===== src/rtl/ptick_pkg.sv =====
package ptick_pkg;
  localparam int CODE_W    = 4;
  localparam int ALIAS_MAX = 2;
  localparam int ALIAS_ADD = 7;

  typedef logic [CODE_W-1:0] rate_t;

  typedef struct packed {
    logic req;
    logic per;
  } flags_t;

  // Number of low count bits that must be zero for a tick.
  function automatic int tick_shift(input rate_t code);
    int eff;
    eff = (int'(code) <= ALIAS_MAX) ? int'(code) + ALIAS_ADD : int'(code);
    return eff - 1;
  endfunction
endpackage


===== src/rtl/ptick_counter.sv =====
module ptick_counter #(
  parameter int CNT_W = 16
) (
  input  logic             clk,
  input  logic             rst_n,
  input  logic             strobe,
  output logic [CNT_W-1:0] cnt_q,
  output logic [CNT_W-1:0] cnt_nxt
);
  assign cnt_nxt = cnt_q + 1'b1;

  always_ff @(posedge clk) begin
    if (!rst_n)      cnt_q <= '0;
    else if (strobe) cnt_q <= cnt_nxt;
  end

  a_r1_count_step: assert property (@(posedge clk) disable iff (!rst_n)
    strobe |=> cnt_q == CNT_W'($past(cnt_q) + 1'b1));
  a_r1_count_hold: assert property (@(posedge clk) disable iff (!rst_n)
    !strobe |=> $stable(cnt_q));
endmodule


===== src/rtl/ptick_match.sv =====
module ptick_match
  import ptick_pkg::*;
#(
  parameter int CNT_W = 16
) (
  input  logic             clk,
  input  logic             rst_n,
  input  logic             strobe,
  input  rate_t            rate,
  input  logic             en,
  input  logic [CNT_W-1:0] cnt_nxt,
  output logic             tick_set,
  output logic             tick_q
);
  logic [CNT_W-1:0] low_mask;
  int               shift;

  assign shift = tick_shift(rate);

  for (genvar g = 0; g < CNT_W; g++) begin : g_mask
    assign low_mask[g] = (g < shift);
  end

  assign tick_set = strobe && en && (rate != '0) && ((cnt_nxt & low_mask) == '0);

  always_ff @(posedge clk) begin
    if (!rst_n) tick_q <= 1'b0;
    else        tick_q <= tick_set;
  end

  a_r6_pulse_needs_strobe: assert property (@(posedge clk) disable iff (!rst_n)
    !strobe |=> !tick_q);
  a_r2_disabled_silent: assert property (@(posedge clk) disable iff (!rst_n)
    (!en || rate == '0) |=> !tick_q);
endmodule


===== src/rtl/ptick_flags.sv =====
module ptick_flags
  import ptick_pkg::*;
(
  input  logic   clk,
  input  logic   rst_n,
  input  logic   set,
  input  logic   clr,
  output flags_t flags_q
);
  always_ff @(posedge clk) begin
    if (!rst_n)   flags_q <= '0;
    else if (set) flags_q <= '{req: 1'b1, per: 1'b1};
    else if (clr) flags_q <= '0;
  end

  a_r8_clear: assert property (@(posedge clk) disable iff (!rst_n)
    (clr && !set) |=> (flags_q == '0));
  a_r8_hold: assert property (@(posedge clk) disable iff (!rst_n)
    (!set && !clr) |=> $stable(flags_q));
  a_r9_set_wins: assert property (@(posedge clk) disable iff (!rst_n)
    (set && clr) |=> (flags_q.per && flags_q.req));
endmodule


===== src/rtl/ptick_top.sv =====
module ptick_top
  import ptick_pkg::*;
#(
  parameter int CNT_W = 16
) (
  input  logic              clk,
  input  logic              rst_n,
  input  logic              tb_strobe,
  input  logic [CODE_W-1:0] rate_sel,
  input  logic              per_en,
  input  logic              flag_clr,
  output logic              tick_pulse,
  output logic              per_flag,
  output logic              req_flag
);
  logic [CNT_W-1:0] cnt_q;
  logic [CNT_W-1:0] cnt_nxt;
  logic             tick_set;
  flags_t           flags_q;

  ptick_counter #(.CNT_W(CNT_W)) u_cnt (
    .clk(clk), .rst_n(rst_n), .strobe(tb_strobe),
    .cnt_q(cnt_q), .cnt_nxt(cnt_nxt)
  );

  ptick_match #(.CNT_W(CNT_W)) u_match (
    .clk(clk), .rst_n(rst_n), .strobe(tb_strobe), .rate(rate_sel),
    .en(per_en), .cnt_nxt(cnt_nxt), .tick_set(tick_set), .tick_q(tick_pulse)
  );

  ptick_flags u_flags (
    .clk(clk), .rst_n(rst_n), .set(tick_set), .clr(flag_clr), .flags_q(flags_q)
  );

  assign per_flag = flags_q.per;
  assign req_flag = flags_q.req;

  a_r7_pulse_flags: assert property (@(posedge clk) disable iff (!rst_n)
    tick_pulse |-> (per_flag && req_flag));
  a_r5_aligned_count: assert property (@(posedge clk) disable iff (!rst_n)
    (tick_pulse && rate_sel == 4'd3 && $stable(rate_sel)) |-> (cnt_q[1:0] == 2'b00));
endmodule


===== config.mk =====
export PLATFORM = sky130hd
export DESIGN_NAME = ptick_top
export DESIGN_NICKNAME = d
export VERILOG_FILES = /design/src/rtl/ptick_pkg.sv /design/src/rtl/ptick_counter.sv /design/src/rtl/ptick_match.sv /design/src/rtl/ptick_flags.sv /design/src/rtl/ptick_top.sv
export SDC_FILE = /design/constraint.sdc
export NUM_CORES = 1
export LEC_CHECK = 0
export ABC_CLOCK_PERIOD_IN_PS = 7000
export BUFFER_PORTS_ARGS = -buffer_cell sky130_fd_sc_hd__buf_4
export CAP_MARGIN = 20
export CORE_MARGIN = 2
export CORE_UTILIZATION = 47
export DETAILED_ROUTE_END_ITERATION = 7
export PLACE_DENSITY = 0.72
export SYNTH_ARGS = -nofsm -noshare
export SYNTH_HDL_FRONTEND = slang
export SYNTH_SLANG_ARGS = --single-unit

===== constraint.sdc =====
create_clock -name clk -period 7 [get_ports clk]
set_input_delay 1.75 -clock clk [delete_from_list [all_inputs] [get_ports clk]]
set_output_delay 1.75 -clock clk [all_outputs]
set_load 0.005 [all_outputs]

==> results.md <==
Clock network:
- Clock-pin slew was measured on the worst setup and hold paths at around 0.10 ns.
- In this run, post-CTS hold repair placed 0 buffers.
- The clock drives 18 sinks.
- The clock reaches the later pin of the worst-skew pair after 0.32 ns.
- The number of H-tree levels is 1.
- The maximum number of buffers from clock root to sink is 2.
- The CTS tree is done.
- The post-cts resize count is 0.
- The root buffer selected by CTS is clkbuf_4.
- Once the clock tree was built, the setup fixing pass inserted 0 buffers.
- The TritonCTS buffer count is 3.

Finish:
- The number of fillers in the final layout is 301.
- Across the whole layout, storage elements account for between 300 and 400 sq um.
- The synthesis-to-layout area growth is 7.42%.
- Summing all multi-input logic gate instances after layout gives 1120 sq um.
- The number of antenna diodes in the final layout is 0.
- Once layout is complete, the utilization of the core stands at 0.543.
- In the final layout, the share of cells above drive strength 1 is 0.109.
- The number of nets at the end of the flow is 218.

Synth:
- The total nets after synthesis is 215.
- Synthesis inferred 18 register bits.
- The count of distinct cell types in the synthesized netlist is 55.
- For this run, asynchronously set or reset flops after synthesis account for 0.
- Of all cell types, the one taking the most synthesized area is dfxtp_1.
- The share of synthesized area occupied by flip-flops and latches is 0.230.
- The post-synthesis cell count is 200.
- The average size of a mapped cell is a little under 8 sq um.
- The proportion of netlist area held by the largest area contributor is 0.230.
- By instance count, the leading cell after synthesis is xnor2_1.
- In this run, synthesis inferred 0 flip-flops with an integrated enable.
- For this run, the number of Yosys warnings is 0.
- In the post-synthesis netlist, the biggest area contributors are dfxtp_1, xnor2_1, and2_1, ha_1, nand2_1.
- After synthesis the cells add up to 1570 sq um.
- Counting instances in the post-synthesis netlist gives the leading cell types as xnor2_1, dfxtp_1, nand2_1.
- The top flip-flop cell by instance count after synthesis is dfxtp_1.

Timing:
- The worst slew margin relative to its limit is 0.466.
- The period utilization is 0.700.
- The number of hold-slack violations in the final timing report is 0.
- The largest clock skew in the final design is 0.0193 ns.
- The number of pins with negative max-slew slack in the final report is 0.
- The setup TNS after final layout is 0 ns.
- Setup repair after global routing left no endpoint under its margin.
- The count of final setup violators is 0.
- For the pin with the worst max-slew slack, the measured transition is 0.780 ns.
- The smallest clock period supported by the final layout is computed as 4.90 ns.
- The maximum clock frequency is approximately 200 MHz.

Flow run:
- The total of max-cap violations is 0.

Routing:
- The number of design-rule violations left by the first detailed-router iteration is 73.
- The total via count after detailed routing is 1462.
- After detailed routing, the average wire length per cell comes to between 10 and 15 um.
- The count of antenna-violating nets left after detailed routing is 0.
- The number of iterations in the first detailed-routing pass is 4.
- The via density per instance is 5.94.
- The routed design has 3.53 mm of wire.
- The DRC violation count after routing is 0.

Pwr:
- Summed over all nets, the switching power comes to between 60 and 70 uW.
- For this design the ratio of total power to cell area is around 130 nW/um^2.
- Of the total power, registers draw 0.485.
- The clock network power share is 0.311.
- Internal power comes to around 150 uW.
- The leakage power summed over all cells is ~0.00058 uW.
- Of the total power, the share spent switching nets is 0.293.
- The relative contribution of combinational cells to total power is 0.203.
- The largest voltage drop on the vdd net is 80.4 uV.

Global route:
- Global routing finished with a remaining overflow of 0.
- The number of global-route vias before repair is 1389.
- The global-route total usage across every layer is 0.220.
- The initial antenna violation count is 0.
- The maximum number of pins on one net before global-route repair is 19.
- The first global-routing pass estimated 6.28 mm of wire.

Critical path:
- The worst reg-to-reg setup slack is between 4 and 5 ns.
- The required time of the critical path is 7.23 ns.
- The worst setup path is captured at a flip-flop.
- The critical path is of the in -> reg type.
- The worst setup path is launched from a primary input.
- At the worst endpoint, the arrival time is 5.13 ns.
- The biggest fanout along the worst timing path is 9.

Outcome:
- The run finished with clean final reports.

Die:
- The floorplan step set the die width to 61.8 um.
- The core area is approximately 3100 sq um.
- The vertical die dimension is 61.8 um.
- The die covers 3820 sq um.
- The cell row count is 20.
- The initial utilization of the core area, before any placement, comes to 0.506.
- The I/O pin count is 12.

Placed design:
- The final weighted congestion of routability-driven global placement is ~0.92.
- The number of port buffers is 11.
- Once detailed placement completed, the half-perimeter wirelength came to 2.62 mm.

Hold path:
- The classification of the worst-slack hold path is reg -> reg.
[path summary, 6_finish.rpt]
| path | cells after the start | startpoint | end |
|---|---|---|---|
| worst max-delay path | 15 | rate_sel[0] | u_flags.flags_q[0] |
| worst min-delay path | 2 | u_flags.flags_q[0] | u_flags.flags_q[0] |
| worst max register to register | 6 | u_cnt.cnt_q[2] | u_flags.flags_q[0] |
| worst min register to register | 2 | u_flags.flags_q[0] | u_flags.flags_q[0] |
[layer usage]
metal / wire, um / global-route usage / up-vias / share of wire
met2: 1640 / 0.349 / 49 / 0.46
met5: 0 / 0 / - / 0
met3: 198 / 0.0331 / 6 / 0.056
met1: 1630 / 0.298 / 680 / 0.46
li1: - / - / 727 / -
met4: 63 / 0.0942 / 0 / 0.018
[per-stage QoR]
step | hold slack (ns) | area, sq um | worst slack [ns] | std cells | power (uW)
3_5_place_dp | 0.513 | 1650 | 1.89 | 242 | 152
5_1_grt | 0.552 | 1690 | 1.86 | 246 | 233
6_report | 0.525 | 1690 | 2.10 | 246 | 219
3_3_place_gp | 0.510 | 1650 | 2.15 | 242 | 151
2_1_floorplan | 0.502 | 1570 | 2.37 | 200 | 138
4_1_cts | 0.532 | 1690 | 2.20 | 246 | 221
[sequential cells by signal, summed over array words and instances (netlist names)]
signal,flops
u_cnt.cnt_q,16
u_flags.flags_q,1
u_match.tick_q,1
[critical path, stage by stage]
cell       delay [ns]
buf_4            0.14
inv_1            0.10
ha_1             0.19
nand2b_2         0.19
nand2_1          0.10
xnor2_1          0.17
ha_1             0.29
nand2b_1         0.13
a2111oi_2        0.07
ha_1             0.31
nand2b_1         0.10
a2111oi_0        0.72
a22oi_1          0.19
a2111o_1         0.42
o31ai_2          0.24
[cells by family after synthesis]
kind of cell / share of synthesized area
AND/OR/NAND/NOR: 0.283
AO/OA/AOI/OAI: 0.218
XOR/XNOR: 0.145
buffers and inverters: 0.0582
flip-flops: 0.230
adder cells (fa/ha/maj): 0.0478
multiplexers: 0.0159
other: 0.00239
[placed cells by master, fill, tap and decap left out, types with 2 or more instances in the layout]
master,synthesis,layout
o32ai_1,2,2
nand3_1,9,9
nand2_1,15,15
ha_1,6,6
o21ai_0,4,4
inv_1,9,9
and2_1,13,13
xor2_1,6,6
o211ai_1,2,2
nand4_1,9,9
and3_1,2,2
or3_1,4,4
nor2b_1,4,4
a32o_1,2,2
nand2b_1,3,3
nor3_1,4,4
a41oi_1,2,2
buf_4,1,11
xnor2_1,20,20
dfxtp_1,18,18
nor2_1,10,10
nor4_1,4,4
a31oi_1,2,2
clkbuf_4,0,3
o22ai_1,2,2
a21oi_1,5,5
a211oi_1,3,3
a21boi_0,2,2
[power groups by stage]
stage | sequential, uW | combinational (uW) | clock (uW)
2_1_floorplan | 108 | 30.2 | 0
3_3_place_gp | 109 | 42.2 | 0
3_5_place_dp | 109 | 43.6 | 0
4_1_cts | 106 | 43.8 | 71.0
5_1_grt | 107 | 48.8 | 77.0
6_report | 106 | 44.5 | 68.2
[final cells by class]
type | count | area share
sequential | 18 | 0.214
clock buffer | 4 | 0.0215
tap | 44 | 0.0327
inverter | 9 | 0.0200
multi-input combinational | 160 | 0.663
timing repair buffer | 11 | 0.0490
Power figures use the tool's default switching activity.
